$ cat src/rtl/nib_bank_regs.sv
module nib_bank_regs #(
  parameter int PRG_BANKS = 20,
  parameter int CHR_BANKS = 384
) (
  input  logic                                   clk,
  input  logic                                   rst_n,
  input  logic                                   wr_en,
  input  logic [15:0]                            wr_addr,
  input  logic [7:0]                             wr_data,
  input  logic                                   outer_chr,
  output logic [4*$clog2(PRG_BANKS)-1:0]         prg_bank_o,
  output logic [8*$clog2(CHR_BANKS)-1:0]         chr_bank_o,
  output logic                                   mirror_h
);
  localparam int PRG_W = $clog2(PRG_BANKS);
  localparam int CHR_W = $clog2(CHR_BANKS);

  logic [7:0]      prg0_q, prg1_q, mir_q;
  logic [7:0][7:0] chr_q;

  logic [3:0]  page;
  logic        hit, wr_prg0, wr_prg1, wr_mir, wr_chr;
  logic [15:0] mix;
  logic [2:0]  idx;

  assign page    = wr_addr[15:12];
  assign hit     = wr_en & wr_addr[15];
  assign wr_prg0 = hit && page == 4'h8;
  assign wr_mir  = hit && page == 4'h9;
  assign wr_prg1 = hit && page == 4'hA;
  assign wr_chr  = hit && wr_addr >= 16'hB000 && wr_addr <= 16'hE003;
  assign mix     = (wr_addr >> 10) | (wr_addr & 16'h0002);
  assign idx     = 3'((mix >> 1) + 16'd2);

  always_ff @(posedge clk or negedge rst_n) begin
    if (!rst_n) begin
      prg0_q <= 8'd0;
      prg1_q <= 8'd1;
      mir_q  <= 8'd0;
      chr_q  <= {8'd7, 8'd6, 8'd5, 8'd4, 8'hFF, 8'hFF, 8'hFF, 8'hFF};
    end else begin
      if (wr_prg0) prg0_q <= wr_data;
      if (wr_prg1) prg1_q <= wr_data;
      if (wr_mir)  mir_q  <= wr_data;
      if (wr_chr) begin
        if (wr_addr[0]) chr_q[idx][7:4] <= wr_data[3:0];
        else            chr_q[idx][3:0] <= wr_data[3:0];
      end
    end
  end

  assign prg_bank_o[0*PRG_W +: PRG_W] = PRG_W'(32'(prg0_q) % PRG_BANKS);
  assign prg_bank_o[1*PRG_W +: PRG_W] = PRG_W'(32'(prg1_q) % PRG_BANKS);
  assign prg_bank_o[2*PRG_W +: PRG_W] = PRG_W'(PRG_BANKS - 2);
  assign prg_bank_o[3*PRG_W +: PRG_W] = PRG_W'(PRG_BANKS - 1);

  for (genvar i = 0; i < 8; i++) begin : g_chr
    assign chr_bank_o[i*CHR_W +: CHR_W] = CHR_W'(32'({outer_chr, chr_q[i]}) % CHR_BANKS);
  end

  assign mirror_h = mir_q[0];

  assert_prg0_load_R1: assert property (@(posedge clk) disable iff (!rst_n)
    (wr_en && wr_addr[15:12] == 4'h8) |=> prg0_q == $past(wr_data));
  assert_prg1_load_R1: assert property (@(posedge clk) disable iff (!rst_n)
    (wr_en && wr_addr[15:12] == 4'hA) |=> prg1_q == $past(wr_data));
  assert_mirror_load_R3: assert property (@(posedge clk) disable iff (!rst_n)
    (wr_en && wr_addr[15:12] == 4'h9) |=> mirror_h == $past(wr_data[0]));
  assert_low_nibble_R5: assert property (@(posedge clk) disable iff (!rst_n)
    (wr_chr && !wr_addr[0]) |=> chr_q[$past(idx)] == {$past(chr_q[idx][7:4]), $past(wr_data[3:0])});
  assert_high_nibble_R5: assert property (@(posedge clk) disable iff (!rst_n)
    (wr_chr && wr_addr[0]) |=> chr_q[$past(idx)] == {$past(wr_data[3:0]), $past(chr_q[idx][3:0])});
  assert_ignored_R9: assert property (@(posedge clk) disable iff (!rst_n)
    (!wr_en || wr_addr < 16'h8000 || wr_addr > 16'hE003)
      |=> ($stable(prg0_q) && $stable(prg1_q) && $stable(mir_q) && $stable(chr_q)));
endmodule

$ cat config.mk
export PLATFORM = sky130hd
export DESIGN_NAME = nib_bank_regs
export DESIGN_NICKNAME = d
export VERILOG_FILES = /design/src/rtl/nib_bank_regs.sv
export SDC_FILE = /design/constraint.sdc
export NUM_CORES = 1
export LEC_CHECK = 0
export ABC_AREA = 1
export BUFFER_PORTS_ARGS = -buffer_cell sky130_fd_sc_hd__buf_2
export CAP_MARGIN = 5
export CORE_MARGIN = 2
export CORE_UTILIZATION = 35
export CTS_BUF_LIST = sky130_fd_sc_hd__clkbuf_16
export DETAILED_ROUTE_END_ITERATION = 12
export SLEW_MARGIN = 20
export SYNTH_ARGS = -nofsm -noshare
export SYNTH_HDL_FRONTEND = slang
export SYNTH_SLANG_ARGS = --single-unit
export TNS_END_PERCENT = 50
$ cat constraint.sdc
create_clock -name clk -period 2.8 [get_ports clk]
set_input_delay 0.56 -clock clk [delete_from_list [all_inputs] [get_ports clk]]
set_output_delay 0.56 -clock clk [all_outputs]
set_load 0.01 [all_outputs]
==> flow_summary.toml <==
[outcome]
status = "finished, violations left"
violations = "negative setup slack"

[routing]
via_per_inst = 4.87
detail_route.iter0.violations = 240
wl_per_cell_um = 14.1
via_count = 4310
drc = 0
firstDrtPassIters = 4
drt-total-wl_mm = 12.5
drt.antenna.violating_nets = 0

[worst_setup_path]
arrival_ns = 2.67
path_delay_family = "buffers and inverters"
slowest_stage = "dfrtp_1"
cp_common_cell = "buf_4"
endpoint_kind = "output pin"
path_class = "flip-flop to output pin"
path_max_fanout = 3
cp.required_ns = 2.24
cp_cell_sequence = "inv_2, buf_4, buf_4, buf_4, a21oi_1, a21boi_2, nand2_1, nand2_2, nor2_4, nor2_4, nand2_2, inv_2, nand3_2, nand2_2, buf_4, xnor2_2, nand2_1, nand2_1, buf_2"
cp-start-kind = "flip-flop"
crit_path_max_incr_delay_ns = 0.36
critPathBufInv = 7

[clocking]
clkSinkCount = 81
cts_made_buffers = 9
insertion_delay_ns = 0.33
clk_pin_slew_ns = 0.06
htreeDepth = 3
cts_buffer_depth = 2
cts_tree = "yes"
root_buffer = "clkbuf_16"
cts-hold-fix-buffers = 0

[global_route]
grt_pass1_wl_mm = 20.3
grt_overflow = 0
antenna_found_initial = 0
track_usage_pct = 17.3
first_global_vias = 4159
grt_max_degree = 79

[cells_and_area]
drive_above_1_share_pct = 39.0
syn_to_final_growth_pct = 22.8
diodes = 0
final_cells = 885
nNetsFinal = 738

[die]
start_util_pct = 35.4
coreArea_mm2 = 0.0137
die_area_mm2 = 0.0148
die_y_um = 122
fp.dieW_um = 122
ios = 121
placementRows = 43

[synthesis]
ys_seq_area_share_pct = 42.8
yosysWarnings = 0
synthDistinctLibCells = 37
ys.flop_type = "dfstp_2"
avgSynthCellArea_um2 = 7.78
async_flop_share_pct = 100
synth_area_leaders = "dfstp_2 (22%), dfrtp_1 (21%), nand2_1 (14%)"
synth_edf_count = 0
synth_area_mm2 = 0.00486
synth.largest_area_cell = "dfstp_2"
yosys_register_bits = 81
synthCells = 624
synth_top_area_share_pct = 22.2

[power_and_ir_drop]
switchingPower_mw = 2.04
p_leak_nw = 3.08
comb_power_share_pct = 47.7
switching_share_pct = 39.5
p_int_mw = 3.12
pwr-share-seq_pct = 30.4
pwr-share-clk_pct = 21.9
p_per_area_mw_per_mm2 = 864
ir_drop_uv = 284

[sta]
post-route-min-period_ns = 3.23
fin_ws_ns = -0.426
slew_headroom_pct = 35.9
setup-violations-final = 6
min_period_over_period_pct = 115
skew_ns = 0
rsz0062_at_grt = "yes"
hold_viol = 0
tns_ns = -2.12
timing.fmax_mhz = 310
worst_slew_pin_slew_ns = 0.961
slew_viol_final = 0

[place]
portBuffers = 110
routabilityCongestion = 0.825
dp_hpwl_mm = 8.76
dp_cells = 854

[worst_hold_path]
hold_path.class = "input pin to asynchronous set/reset pin"

[run]
cap_violations = 0
## metrics by stage
stage | power [mW] | hold WS (ns) | worst slack (ns) | instance area [um^2] | utilization, %
4_1_cts | 4.99 | 0.420 | -0.332 | 5850 | 42.6
3_3_place_gp | 3.45 | 0.468 | -0.0402 | 5330 | 38.9
3_5_place_dp | 3.53 | 0.491 | -0.233 | 5330 | 38.9
5_1_grt | 5.55 | 0.473 | -0.591 | 5970 | 43.5
6_report | 5.16 | 0.378 | -0.426 | 5970 | 43.5
2_1_floorplan | 3.01 | 0.264 | 0.0495 | 4890 | -
## cell families after synthesis
family	after synthesis	synth area share, %
buffers and inverters	132	13.1
adders and majority gates	10	2.58
xor gates and xnor gates	12	2.16
and+or+nand+nor	274	25.9
AOI/OAI and AO/OA	113	13.2
other	2	0.155
DFF	81	42.8
## placed cells by master, fill, tap and decap left out, drive strengths merged, types with 2 or more instances in the layout
cell / Yosys / layout
a41o: 5 / 5
nor2: 26 / 26
clkinv: 0 / 4
nor3: 7 / 7
nand4: 4 / 4
inv: 47 / 48
buf: 38 / 142
nor4: 13 / 13
conb: 2 / 10
xor2: 10 / 10
a21oi: 5 / 5
dfstp: 41 / 41
nand3: 33 / 33
a31o: 3 / 3
o21bai: 2 / 2
o21ai: 94 / 94
ha: 10 / 10
dfrtp: 40 / 40
clkbuf: 47 / 9
nand2: 188 / 188
nand3b: 3 / 3
xnor2: 2 / 2
## metal layers
metal / up-vias / track usage, % / part of all wire, %
li1: 2124 / - / -
met2: 123 / 29.5 / 48
met4: 0 / 5.24 / 2.0
met3: 24 / 3.28 / 4.8
met5: - / 0 / 0
met1: 2039 / 22.3 / 45
## final timing paths
path	end	depth (start not counted)	startpoint	slack (ns)
worst min-delay path	chr_q[48]	1	rst_n	0.38
min in group clk	chr_q[16]	2	chr_q[16]	0.50
max in group asynchronous	chr_q[25]	2	rst_n	1.72
worst min register to register	chr_q[16]	2	chr_q[16]	0.50
worst max-delay path	prg_bank_o[9]	19	prg1_q[5]	-0.43
worst max register to register	prg1_q[5]	4	prg1_q[5]	1.85
## synth_stat cells, types with 8 or more instances
master and instances:
clkbuf_1 47, dfstp_2 41, nor2_1 20, o21ai_0 89, inv_2 10, nand2_1 178
nand2_2 8, buf_4 38, ha_1 10, dfrtp_1 40, nor4_1 13, nand3_1 27
xor2_1 10, inv_1 37
## power groups by stage
stage | Combinational (mW) | Clock [mW] | Sequential [mW]
6_report | 2.46 | 1.13 | 1.57
3_5_place_dp | 1.95 | 0 | 1.58
2_1_floorplan | 1.47 | 0 | 1.54
5_1_grt | 2.74 | 1.21 | 1.59
4_1_cts | 2.26 | 1.16 | 1.57
3_3_place_gp | 1.88 | 0 | 1.57
## registers in the layout (all words and copies together) (netlist names)
name	cells
prg0_q	8
mir_q	1
prg1_q	8
chr_q	64
## area by class of cell
type | count | area [um^2]
clock buffer | 9 | 225
inverter | 47 | 176
multi-input combinational | 419 | 2400
timing repair buffer | 142 | 801
tap | 180 | 225
clock inverter | 7 | 62.6
fill | 1369 | 7750
sequential | 81 | 2080
## timing repair
| action | in CTS | in global routing |
|---|---|---|
| pin swaps | 19 | 18 |
| resized for setup | 35 | 21 |
| setup endpoints to repair | 6 | 6 |
| setup buffers | 12 | 3 |
Power figures use the tool's default switching activity.
